## src/rtl/sdram_pwr_ctl.sv

```systemverilog
module sdram_pwr_ctl #(
  parameter int NDEV = 4
) (
  input  logic            clk,
  input  logic            rst_n,
  input  logic            reg_wr,
  input  logic [7:0]      reg_wdata,
  output logic [7:0]      reg_rdata,
  input  logic [NDEV-1:0] dev_idle,
  input  logic            xfer_pend,
  output logic            cmd_norm,
  output logic            cmd_mrs,
  output logic            cmd_pall,
  output logic            cmd_nop,
  output logic            cmd_sref,
  output logic            cmd_dpd,
  output logic            sdclk_en,
  output logic [NDEV-1:0] cke,
  output logic            sref_ack
);
  localparam logic [6:0] CTL_RST = 7'h06;

  typedef enum logic [1:0] {S_RUN, S_SREF, S_EXIT, S_DPD} st_t;

  st_t        st;
  logic [6:0] ctl;
  logic       init_pend;
  logic [5:0] cmd;

  logic       ce_hold, clk_run, sr_req, clk_off, dpd;
  logic [1:0] init;

  assign ce_hold = ctl[0];
  assign clk_run = ctl[1];
  assign sr_req  = ctl[2];
  assign clk_off = ctl[3];
  assign init    = ctl[5:4];
  assign dpd     = ctl[6];

  always_ff @(posedge clk) begin
    if (!rst_n) begin
      st        <= S_RUN;
      ctl       <= CTL_RST;
      init_pend <= 1'b0;
      cmd       <= '0;
    end else begin
      cmd <= '0;
      case (st)
        S_RUN:
          if (init_pend) cmd[{1'b0, init}] <= 1'b1;
          else if (sr_req && !xfer_pend) begin
            st     <= S_SREF;
            cmd[4] <= 1'b1;
          end else if (dpd && !xfer_pend) begin
            st     <= S_DPD;
            cmd[5] <= 1'b1;
          end
        S_SREF:
          if (!sr_req) begin
            st     <= S_EXIT;
            cmd[3] <= 1'b1;
          end
        S_EXIT:  st <= S_RUN;
        default: if (!dpd) st <= S_RUN;
      endcase
      init_pend <= reg_wr | (init_pend & (st != S_RUN));
      if (reg_wr) ctl <= reg_wdata[6:0];
    end
  end

  assign {cmd_dpd, cmd_sref, cmd_nop, cmd_pall, cmd_mrs, cmd_norm} = cmd;

  logic lowpwr, gate_off;
  assign lowpwr   = (st == S_SREF) || (st == S_DPD);
  assign gate_off = (clk_off & ~xfer_pend)
                  | (~clk_run & ((&dev_idle & ~xfer_pend) | lowpwr));
  assign sdclk_en = (|cmd) | ~gate_off;

  for (genvar i = 0; i < NDEV; i++) begin : g_cke
    assign cke[i] = (st == S_EXIT)
                  | (~lowpwr & (ce_hold | (init != 2'b00) | ~dev_idle[i]));
  end

  assign sref_ack  = (st == S_SREF) || (st == S_EXIT);
  assign reg_rdata = {1'b0, ctl};
endmodule


```

## config.mk

```make
export PLATFORM = sky130hd
export DESIGN_NAME = sdram_pwr_ctl
export DESIGN_NICKNAME = d
export VERILOG_FILES = /design/src/rtl/sdram_pwr_ctl.sv
export SDC_FILE = /design/constraint.sdc
export NUM_CORES = 1
export LEC_CHECK = 0
export BUFFER_PORTS_ARGS = -buffer_cell sky130_fd_sc_hd__buf_2
export CORE_MARGIN = 10
export CORE_UTILIZATION = 40
export DETAILED_ROUTE_END_ITERATION = 7
export PLACE_DENSITY_LB_ADDON = 0.12
export SLEW_MARGIN = 40
export SYNTH_ARGS = -nofsm -noshare
export SYNTH_HDL_FRONTEND = slang
export SYNTH_SLANG_ARGS = --single-unit
```

## constraint.sdc

```tcl
create_clock -name clk -period 1.6 [get_ports clk]
set_clock_uncertainty 0.1 [all_clocks]
set_input_delay 0.08 -clock clk [delete_from_list [all_inputs] [get_ports clk]]
set_output_delay 0.08 -clock clk [all_outputs]
set_load 0.01 [all_outputs]
```

# Yosys cells after proc, flatten, opt, wreduce, memory -nomap -nowiden
# Cells that the tools add are included.
# W data, S select, Z words.
word_totals:
  in_bits: 16
  output_inout_bits: 20
  word_cells: 75
  reg_bits: 16
op_classes:
  n_bitwise: 31
  n_eq_ne: 7
  n_mux: 13
  n_lt_le_gt_ge: 2
  n_reduce_logical: 15
ops:
  columns: ["cell", "count"]
  rows:
  - ["$or A1 B1 Y1", 13]
  - ["$mux W2", 5]
  - ["$not A1 Y1", 10]
  - ["$and A1 B1 Y1", 8]
  - ["$reduce_and A4 Y1", 2]
  - ["$pmux W2 S3", 1]
  - ["$reduce_or A6 Y1", 1]
  - ["$eq A2 B2 Y1 const B", 2]
  - ["$lt A2 B4 Y1 const B", 1]
  - ["$mux W1", 4]
  - ["$mux W4", 1]
  - ["$ne A2 B2 Y1 const B", 2]
  - ["$ne A4 B1 Y1 const B", 1]
  - ["$reduce_bool A2 Y1", 2]
  - ["$reduce_or A4 Y1", 1]
  - ["$logic_and A1 B1 Y1", 3]
  - ["$ne A3 B3 Y1 const B", 1]
  - ["$reduce_and A3 Y1", 1]
  - ["$reduce_or A3 Y1", 1]
  - ["$demux W1 S2", 1]
  - ["$eq A2 B1 Y1 const B", 1]
  - ["$ge A2 B1 Y1 const B", 1]
  - ["$logic_not A2 Y1", 1]
  - ["$logic_or A1 B1 Y1", 2]
  - ["other kinds (2)", 2]

# Longest topological paths before layout
logic_depth:
  word_depth: 7
  ltp_mapped: 6
  ltp_nobuf: 5

# Worst setup path before layout
# No wires, ideal clock.
synth_timing:
  kind: "register -> register"
  start: "register st[0]"
  end: "register st[0]"
  period_less_slack_ns: 1.604
  path_buffers: 1
  arrival_ns: 1.386
  path_stages_with_launch: 7
  setup_time_ns: 0.119
  setup_slack_ns: -0.004
  t_required_ns: 1.381
  cell_sequence: "dfxtp_1 > inv_1 > ha_1 > buf_6 > a22o_1 > or2_1 > o221a_1"
synth_via:
  elab_chain_len: 3
  elab_cells_between_ends: 9
  classes_between: "eq/ne: 6; mux: 1; reduce/logical: 2"
synth_lines:
  columns: ["item", "line", "rtl"]
  rows:
  - ["from (decl)", "25", "st_t st;"]
  - ["from (signal assigned)", "42", "st <= S_RUN;"]
  - ["from (signal assigned)", "52", "st <= S_SREF;"]
  - ["from (signal assigned)", "55", "st <= S_DPD;"]
  - ["$eq A2 B1 Y1, or another cell as far along", "48", "case (st)"]
  - ["$ne A4 B1 Y1 (no source line), or another cell as far along", null, null]
  - ["$reduce_and A4 Y1 (no source line)", null, null]
# Parallel ways exist; a longest one is shown, timed or not.
# A chain may end at the register's enable or synchronous reset.

# Final worst setup path
layout_timing:
  start: "register cmd[3]"
  end: "output port sdclk_en"
layout_via:
  elab_chain_len: 2
layout_lines:
  columns: ["item", "line", "rtl"]
  rows:
  - ["from (decl)", "28", "logic [5:0] cmd;"]
  - ["from (signal assigned)", "45", "cmd <= '0;"]
  - ["from (signal assigned)", "47", "cmd <= '0;"]
  - ["from (signal, indexed assignment)", "50", "if (init_pend) cmd[{1'b0, init}] <= 1'b1;"]
  - ["$reduce_or A6 Y1", "77", "assign sdclk_en = (|cmd) | ~gate_off;"]
  - ["$or A1 B1 Y1", "77", null]
  - ["to (decl)", "17", "output logic sdclk_en,"]
# No other way between the ends.

==> impl_metrics.py <==
metrics = {
    "power_and_ir_drop": {
        "max-vdd-ir-drop_mv": 0.850,
        "p_int_mw": 0.991,
        "p_per_area_nw_per_um2": 1270,
        "power.switching_mw": 0.543,
        "power.share.switching_pct": 35.4,
        "p_leak_nw": 0.555,
        "p_clk_share_pct": 17.4,
        "finalPower_mw": 1.53,
        "pwr-share-seq_pct": 33.1,
        "power_frac_comb_pct": 49.6,
    },
    "drt": {
        "viasPerCell": 4.88,
        "route.detailed.drc": 0,
        "wl_per_cell_um": 14.1,
        "drt_iter0_drc": 13,
        "drtAntennaViolNets": 0,
        "first_pass_iters": 4,
        "finalWirelength_um": 2120,
        "vias": 737,
    },
    "logic_synthesis": {
        "yosysTopAreaCellShare_pct": 41.0,
        "async_flop_share_pct": 0,
        "synth-seq-cells": 16,
        "syn_area_um2": 782,
        "synth_nets": 100,
        "ys_seq_area_share_pct": 41.0,
        "synth_edf_count": 0,
        "yosys.area.top_type": "dfxtp_1",
        "postSynthCellCount": 80,
        "synth_ff_type": "dfxtp_1",
        "ys_types": 31,
        "avgSynthCellArea_um2": 9.78,
        "synth_area_leaders": "dfxtp_1 (41%), mux2i_1 (7.7%), ha_1 (6.4%)",
        "synth_warnings": 0,
    },
    "floorplanning": {
        "rows": 15,
        "dieArea_um2": 4120,
        "start_util_pct": 43.9,
        "ios": 36,
        "core_um2": 1780,
        "die_w_um": 64.2,
        "die_y_um": 64.2,
    },
    "layout": {
        "num_antenna_cells": 0,
        "postLayoutCellArea_um2": 1210,
        "drive_gt1_share_pct": 45.2,
        "fin_util_pct": 67.8,
        "nets": 147,
        "num-fill-cells": 151,
        "final_common_cell": "buf_2",
        "area_growth_pct": 54.6,
        "final_cell_mix": "buf_2 (32), dfxtp_1 (13), dlygate4sd3_1 (9)",
    },
    "worst_setup_path": {
        "end_kind": "output pin",
        "worstPathRequired_ns": 1.42,
        "arrival_ns": 1.50,
        "critPathMaxFanout": 2,
        "start_kind": "flop",
        "crit_type": "flop to output pin",
    },
    "sta": {
        "period_share_pct": 105,
        "finalMaxSlewViolations": 0,
        "setup_tns_ns": -0.0836,
        "layout_setup_ws_ns": -0.0836,
        "final_hold_viol_count": 0,
        "max_freq_mhz": 594,
        "period_minus_slack_ns": 1.68,
        "rsz0062_at_grt": "yes",
        "setup_viol": 1,
    },
    "clock_network": {
        "clk_pin_slew_ns": 0.09,
        "clock_sinks": 16,
        "clk_latency_ns": 0.29,
        "cts_tree": "yes",
        "cts_buffers": 3,
        "cts_max_path_buffers": 2,
        "cts_root_buf": "clkbuf_4",
        "cts.htree.levels": 1,
    },
    "global_routing": {
        "grt_pass1_vias": 779,
        "grt-ovfl-total": 0,
        "antenna_found_initial": 0,
        "grt_use_total_pct": 10.1,
        "grt_pass1_wl_um": 3450,
        "grt_max_degree": 14,
    },
    "place": {
        "port_buffers": 33,
        "gp_congestion": 0.803,
        "place_area_um2": 971,
        "hpwl_um": 1580,
    },
    "job": {
        "maxCapViolCount": 0,
    },
    "min_path": {
        "hold_class": "input pin to flop",
    },
    "status": {
        "violations": "negative setup slack",
        "outcome": "finished, violations left",
    },
}
-- metal layers --
layer	global-route usage, %	up-vias	part of all wire [%]
met5	0	-	0
met4	2.41	0	0.38
met3	5.57	2	9.1
met2	17.2	24	49
met1	10.7	340	42
li1	-	371	-
-- state kept, by name (all words and copies together), names as in the netlist --
name,count
st,2
cmd,6
init_pend,1
ctl,7
-- worst paths after layout --
check	start	to	slack [ns]	cells past startpoint
setup / recovery	cmd[3]	sdclk_en	-0.08	4
hold / removal	rst_n	init_pend	0.03	2
setup reg to reg	st[1]	st[1]	0.05	6
hold reg to reg	ctl[4]	cmd[2]	0.42	1
-- metrics by stage --
stage               instances  setup WS (ns)  hold WS [ns]
floorplan                  80         0.0159         0.107
global placement          137         0.0567         0.196
detailed placement        137         0.0121         0.203
CTS                       150         -0.122        0.0149
global route              151         -0.167        0.0283
finish                    151        -0.0836        0.0289
-- cell usage after synthesis (all sizes together), types with 2 or more instances --
cell and number:
nor2b 6, inv 4, a21o 5, nor3 4, o221a 2, dfxtp 16, nor3b 3, mux2i 6
nand2 7, buf 4, ha 4, nor2 2, nand4 2
-- cell type report --
class                           count  area, µm²  area share [%]
Sequential cell                    16        327            27.0
Timing Repair Buffer               46        299            24.7
Tap cell                           25       31.3            2.59
Inverter                            4       17.5            1.45
Multi-Input combinational cell     56        498            41.2
Clock buffer                        4       36.3            3.00
-- critical path, cell delays in order (launching register included) --
cell     delay, ns
dfxtp_1       0.32
or4_4         0.54
nor3_4        0.13
o21ai_1       0.09
buf_2         0.14
-- power groups by stage --
stage	sequential (mW)	combinational (mW)	clock [mW]
2_1_floorplan	0.493	0.387	0
3_3_place_gp	0.485	0.570	0
3_5_place_dp	0.487	0.587	0
4_1_cts	0.495	0.657	0.279
5_1_grt	0.513	0.831	0.296
6_report	0.507	0.760	0.267
-- repair_timing --
| action | in CTS | in global routing |
|---|---|---|
| hold endpoints to repair | 7 | 0 |
| setup buffers | 0 | 1 |
| setup endpoints to repair | 5 | 7 |
| gates resized for setup | 11 | 13 |
| hold buffers | 9 | 0 |
| pin swaps | 2 | 4 |
-- logic make-up (layout without fill, tap and decap cells) --
family / after synthesis / count (layout) / share of synthesized area [%]
multiplexers: 6 / 6 / 7.68
other: 1 / 1 / 0.480
buffers and inverters: 8 / 54 / 5.92
AND/OR/NAND/NOR: 30 / 30 / 22.7
flip-flops: 16 / 16 / 41.0
adder cells (fa/ha/maj): 4 / 4 / 6.40
AO/OA/AOI/OAI: 15 / 15 / 15.8
No activity file was read; power rests on OpenSTA's default activity.
